==> src/rtl/pcu_pkg.sv <==
// Package: shared types for the paged program counter unit.
// Assumes: one load source is chosen per cycle.
package pcu_pkg;

    // Load source for the next instruction address
    typedef enum logic [2:0] {
        SEL_HOLD = 3'd0,
        SEL_INC  = 3'd1,
        SEL_LOW  = 3'd2,
        SEL_JMP  = 3'd3,
        SEL_RET  = 3'd4,
        SEL_VEC  = 3'd5
    } pcu_sel_e;

endpackage

==> src/rtl/pcu_hi_latch.sv <==
// Module: high-bit latch that software writes and that address loads read.
// Assumes: a synchronous active-low reset clears it. Only hl_we changes it.
module pcu_hi_latch #(
    parameter int HI_W = 5
) (
    input  logic            clk,
    input  logic            rst_n,
    input  logic            we,
    input  logic [HI_W-1:0] wdata,
    output logic [HI_W-1:0] q
);

    // Purpose: hold the latch value, clear it on reset, load it on a write
    always_ff @(posedge clk) begin
        if (!rst_n)   q <= '0;
        else if (we)  q <= wdata;
    end

    AST_LATCH_KEEP: assert property (@(posedge clk) disable iff (!rst_n)
        !we |=> $stable(q));
    AST_LATCH_CLR: assert property (@(posedge clk)
        !rst_n |=> (q == '0));

endmodule

==> src/rtl/pcu_load_arb.sv <==
// Module: fixed-priority choice of the address load source.
// Assumes: the strobes are valid for the current cycle. Reset is handled by the register.
module pcu_load_arb
    import pcu_pkg::*;
(
    input  logic     vec_en,
    input  logic     ret_en,
    input  logic     jmp_en,
    input  logic     low_we,
    input  logic     inc_en,
    output pcu_sel_e sel
);

    // Purpose: vector over return over jump over low write over increment
    always_comb begin
        if (vec_en)       sel = SEL_VEC;
        else if (ret_en)  sel = SEL_RET;
        else if (jmp_en)  sel = SEL_JMP;
        else if (low_we)  sel = SEL_LOW;
        else if (inc_en)  sel = SEL_INC;
        else              sel = SEL_HOLD;
    end

endmodule

==> src/rtl/pcu_next_addr.sv <==
// Module: forms the next address for the chosen source.
// Assumes: hi is the latch value before any write in this cycle. pc_inc is already wrapped.
module pcu_next_addr
    import pcu_pkg::*;
#(
    parameter int          PC_W     = 13,
    parameter int          LOW_W    = 8,
    parameter int          JMP_W    = 11,
    parameter logic [PC_W-1:0] VEC_ADDR = 13'h0004,
    localparam int         HI_W     = PC_W - LOW_W,
    localparam int         PAGE_W   = PC_W - JMP_W
) (
    input  pcu_sel_e         sel,
    input  logic [PC_W-1:0]  pc_cur,
    input  logic [PC_W-1:0]  pc_inc,
    input  logic [LOW_W-1:0] low_wdata,
    input  logic [JMP_W-1:0] jmp_addr,
    input  logic [PC_W-1:0]  ret_addr,
    input  logic [HI_W-1:0]  hi,
    output logic [PC_W-1:0]  pc_next
);

    logic [PAGE_W-1:0] page_bits;

    // Purpose: take the page bits from the top of the latch
    always_comb page_bits = hi[HI_W-1 -: PAGE_W];

    // Purpose: build the next address from the chosen source
    always_comb begin
        unique case (sel)
            SEL_VEC:  pc_next = VEC_ADDR;
            SEL_RET:  pc_next = ret_addr;
            SEL_JMP:  pc_next = {page_bits, jmp_addr};
            SEL_LOW:  pc_next = {hi, low_wdata};
            SEL_INC:  pc_next = pc_inc;
            default:  pc_next = pc_cur;
        endcase
    end

endmodule

==> src/rtl/pc_paged_unit.sv <==
// Module: top of the paged program counter unit. It holds the address register
// and the high-bit latch, and it offers the push address.
// Assumes: synchronous active-low reset. The return stack lives outside.
module pc_paged_unit
    import pcu_pkg::*;
#(
    parameter int          PC_W     = 13,
    parameter int          LOW_W    = 8,
    parameter int          JMP_W    = 11,
    parameter logic [PC_W-1:0] VEC_ADDR = 13'h0004,
    localparam int         HI_W     = PC_W - LOW_W
) (
    input  logic             clk,
    input  logic             rst_n,
    input  logic             inc_en,
    input  logic             low_we,
    input  logic [LOW_W-1:0] low_wdata,
    input  logic             jmp_en,
    input  logic [JMP_W-1:0] jmp_addr,
    input  logic             ret_en,
    input  logic [PC_W-1:0]  ret_addr,
    input  logic             vec_en,
    input  logic             hl_we,
    input  logic [HI_W-1:0]  hl_wdata,
    output logic [PC_W-1:0]  pc_o,
    output logic [PC_W-1:0]  push_addr_o
);

    localparam logic [PC_W-1:0] ONE = {{(PC_W-1){1'b0}}, 1'b1};

    logic [PC_W-1:0] pc_q;
    logic [PC_W-1:0] pc_inc;
    logic [PC_W-1:0] pc_next;
    logic [HI_W-1:0] hi_q;
    pcu_sel_e        sel;

    // Purpose: address plus one, wrapping at the top of the address space
    always_comb pc_inc = pc_q + ONE;

    pcu_hi_latch #(.HI_W(HI_W)) u_latch (
        .clk   (clk),
        .rst_n (rst_n),
        .we    (hl_we),
        .wdata (hl_wdata),
        .q     (hi_q)
    );

    pcu_load_arb u_arb (
        .vec_en (vec_en),
        .ret_en (ret_en),
        .jmp_en (jmp_en),
        .low_we (low_we),
        .inc_en (inc_en),
        .sel    (sel)
    );

    pcu_next_addr #(
        .PC_W     (PC_W),
        .LOW_W    (LOW_W),
        .JMP_W    (JMP_W),
        .VEC_ADDR (VEC_ADDR)
    ) u_next (
        .sel       (sel),
        .pc_cur    (pc_q),
        .pc_inc    (pc_inc),
        .low_wdata (low_wdata),
        .jmp_addr  (jmp_addr),
        .ret_addr  (ret_addr),
        .hi        (hi_q),
        .pc_next   (pc_next)
    );

    // Purpose: address register, cleared on reset, otherwise takes the next address
    always_ff @(posedge clk) begin
        if (!rst_n) pc_q <= '0;
        else        pc_q <= pc_next;
    end

    // Purpose: drive the outputs
    always_comb begin
        pc_o        = pc_q;
        push_addr_o = pc_inc;
    end

    AST_RESET_ZERO: assert property (@(posedge clk)
        !rst_n |=> (pc_o == '0));
    AST_HOLD_IDLE: assert property (@(posedge clk) disable iff (!rst_n)
        (!vec_en && !ret_en && !jmp_en && !low_we && !inc_en) |=> $stable(pc_o));
    AST_INC_STEP: assert property (@(posedge clk) disable iff (!rst_n)
        (inc_en && !vec_en && !ret_en && !jmp_en && !low_we)
        |=> (pc_o == $past(pc_o) + ONE));
    AST_VEC_LOAD: assert property (@(posedge clk) disable iff (!rst_n)
        vec_en |=> (pc_o == VEC_ADDR));
    AST_RET_LOAD: assert property (@(posedge clk) disable iff (!rst_n)
        (ret_en && !vec_en) |=> (pc_o == $past(ret_addr)));
    AST_JMP_FIELD: assert property (@(posedge clk) disable iff (!rst_n)
        (jmp_en && !ret_en && !vec_en)
        |=> (pc_o[JMP_W-1:0] == $past(jmp_addr)));
    AST_LOW_BYTE: assert property (@(posedge clk) disable iff (!rst_n)
        (low_we && !jmp_en && !ret_en && !vec_en)
        |=> (pc_o[LOW_W-1:0] == $past(low_wdata)));

endmodule

==> config.mk <==
export PLATFORM = sky130hd
export DESIGN_NAME = pc_paged_unit
export DESIGN_NICKNAME = d
export VERILOG_FILES = /design/src/rtl/pcu_pkg.sv /design/src/rtl/pcu_hi_latch.sv /design/src/rtl/pcu_load_arb.sv /design/src/rtl/pcu_next_addr.sv /design/src/rtl/pc_paged_unit.sv
export SDC_FILE = /design/constraint.sdc
export NUM_CORES = 1
export LEC_CHECK = 0
export ABC_AREA = 1
export BUFFER_PORTS_ARGS = -buffer_cell sky130_fd_sc_hd__clkbuf_2
export CAP_MARGIN = 20
export CORE_ASPECT_RATIO = 2
export CORE_MARGIN = 2
export CORE_UTILIZATION = 47
export CTS_CLUSTER_SIZE = 10
export DETAILED_ROUTE_END_ITERATION = 8
export PLACE_DENSITY = 0.81
export SKIP_CTS_REPAIR_TIMING = 1
export SYNTH_ARGS = -nofsm -noshare
export SYNTH_HDL_FRONTEND = slang
export SYNTH_SLANG_ARGS = --single-unit
==> constraint.sdc <==
create_clock -name clk -period 2 [get_ports clk]
set_clock_uncertainty 0.15 [all_clocks]
set_input_delay 0.3 -clock clk [delete_from_list [all_inputs] [get_ports clk]]
set_output_delay 0.3 -clock clk [all_outputs]
set_load 0.02 [all_outputs]
==> impl_metrics.csv <==
group,metric,value,unit
final_layout,fin_util,63.55,%
synth,ys_types,20,
min_path,min_from,"hl_wdata[1]",
synth,synthSimpleGateAreaFrac,57.27,%
min_path,worstHoldPathType,"primary input to flop",
global_route,grt_first_pass_wirelength,6693,um
synth,yosys-top-cells-area,"dfxtp_1 (24%), nand2_1 (22%), nand3_1 (13%)",
timing,finalHoldViolCount,0,
clocking,path_clk_slew,0.07,ns
clocking,cts_buffers,3,
worst_setup_path,critPathLaunchType,"flop",
global_route,grt_max_degree,18,
final_layout,final_common_cell,"nand2_1",
worst_setup_path,critPathLaunch,"pc_o[0]$_SDFFE_PN0P_",
timing,slew_violations,0,
die,start_util,48.24,%
clocking,clock_sinks,18,
timing,fin_crit_sh,96.04,%
global_route,grt_pass1_vias,1686,
global_route,gr-total-overflow,0,
detailed_routing,vias_per_cell,4.882,
timing,rsz0062_at_grt,"false",
timing,finalSetupTns,0,ns
timing,worstMarginPinSlew,0.3617,ns
timing,final.setup.worst_slack,0.07918,ns
synth,ys_ff_latch,18,
synth,yosysSeqAreaShare,23.94,%
placement,io_buffers,70,
detailed_routing,drt-initial-drc-count,47,
final_layout,nets,390,
final_layout,syn_to_final_growth,31.75,%
final_layout,multi_input_area,967.2,um^2
worst_setup_path,cp-end-kind,"output pin",
synth,synthCells,268,
synth,avgSynthCellArea,5.616,um^2
worst_setup_path,critPathKind,"flop to output pin",
power,p_leak,1.213,nW
clocking,root_buffer,"clkbuf_8",
die,die-area,0.003699,mm^2
die,placeableCoreArea,0.003120,mm^2
timing,whs,0.1163,ns
timing,relSlewSlack,75.86,%
final_layout,layout-drive-gt1-share,28.86,%
synth,synthXorXnorAreaFrac,0.5819,%
placement,place_ws,0.2140,ns
clocking,clk_path_buf_depth,2,
timing,setup_viol,0,
synth,yosys.area.top_type_share,23.94,%
synth,syn-num-nets,314,
detailed_routing,ant_nets,0,
power,power_density,474.7,mW/mm^2
synth,yosys.area.top_type,"dfxtp_1",
final_layout,fillers,318,
placement,gp_congestion,0.8399,
worst_setup_path,path_max_fanout,5,
detailed_routing,wl,3975,um
clocking,cts_tree,"built",
die,ioPinCount,71,
detailed_routing,drt_pass1_iterations,4,
clocking,htreeDepth,1,
die,dieWidth,44.02,um
power,ir_worst_vdd,0.3584,mV
detailed_routing,routedWlPerCell,10.63,um
worst_setup_path,worstPathRequired,1.55,ns
global_route,grt_usage,22.71,%
synth,synth_compound_area_share,3.658,%
clocking,clk_latency,0.25,ns
synth,yosysWarnings,0,
worst_setup_path,cp.arrival,1.47,ns
synth,yosys.area_share.adder,0.8313,%
final_layout,diodes,0,
global_route,antenna_found_initial,0,
synth,synth_top_family_by_area,"simple AND/OR/NAND/NOR gates",
status,status,"finished clean",
synth,synth_area,0.001505,mm^2
timing,period_minus_slack,1.921,ns
die,rows,29,
placement,dp_hpwl,3239,um
final_layout,regArea,372.9,um^2
timing,fmax,0.5206,GHz
final_layout,fin_area,0.001983,mm^2
detailed_routing,drcViolationCount,0,
power,total_power,0.9413,mW
die,die_h,84.03,um
synth,synth_mux_area_share,0,%
detailed_routing,vias,1826,
placement,placedCellCount,368,
flow_run,cap_violations,0,
worst_setup_path,rr_startpoint,"pc_o[0]$_SDFFE_PN0P_",
final_layout,final_cells,374,
placement,place_area,0.001879,mm^2
final_layout,most-common-layout-cells,"nand2_1 (89), clkbuf_2 (70), inv_1 (43), nand3_1 (38), nor2_1 (35)",
where the power goes:
| group | switching, mW | total, mW | internal (mW) |
|---|---|---|---|
| registers | 0.0256 | 0.405 | 0.379 |
| clock network | 0.121 | 0.296 | 0.175 |
| logic | 0.145 | 0.240 | 0.0954 |
| total | 0.292 | 0.941 | 0.650 |
flip-flops by register name (all words and copies together), names as in the netlist:
signal / flops
u_latch.q: 5
pc_o: 13
Yosys cell counts (all sizes together):
| cell type | count |
|---|---|
| xor2 | 1 |
| buf | 4 |
| nand2 | 92 |
| ha | 1 |
| nor3 | 1 |
| and2 | 7 |
| dfxtp | 18 |
| o21ai | 8 |
| nand3 | 38 |
| nor2 | 43 |
| a21oi | 3 |
| nand3b | 2 |
| nand4 | 5 |
| inv | 45 |
layer usage:
| layer | track usage, % | share of wire (%) | up-vias |
|---|---|---|---|
| met3 | 1.948 | 4.0 | 4 |
| met2 | 43.58 | 57 | 47 |
| li1 | - | - | 974 |
| met5 | 0 | 0 | - |
| met1 | 23.90 | 38 | 801 |
| met4 | 7.438 | 1.2 | 0 |
final cells by class:
cell class | instances | area share (%)
inverter | 45 | 8.517
tap | 31 | 1.956
timing repair buffer | 74 | 19.18
multi-input combinational | 202 | 48.77
sequential | 18 | 18.80
clock buffer | 4 | 2.776
final timing paths:
path                          endpoint  slack, ns  cells after the start
max                    push_addr_o[12]       0.08                      6
min          u_latch.q[1]$_SDFFE_PN0P_       0.12                      3
max reg2reg       pc_o[4]$_SDFFE_PN0P_       0.46                     10
min reg2reg  u_latch.q[1]$_SDFFE_PN0P_       0.35                      2
critical path, stage by stage (launching register included):
cell      delay [ns]
dfxtp_4         0.38
ha_4            0.16
nand2_4         0.08
nor2_8          0.16
nand4_1         0.12
and2_1          0.17
clkbuf_2        0.15
logic make-up after synthesis:
family,count (synthesis)
AOI/OAI and AO/OA,11
xor gates and xnor gates,1
adders and majority gates,1
buffers and inverters,49
DFF,18
and+or+nand+nor,188
(Power assumes the default switching activity.)
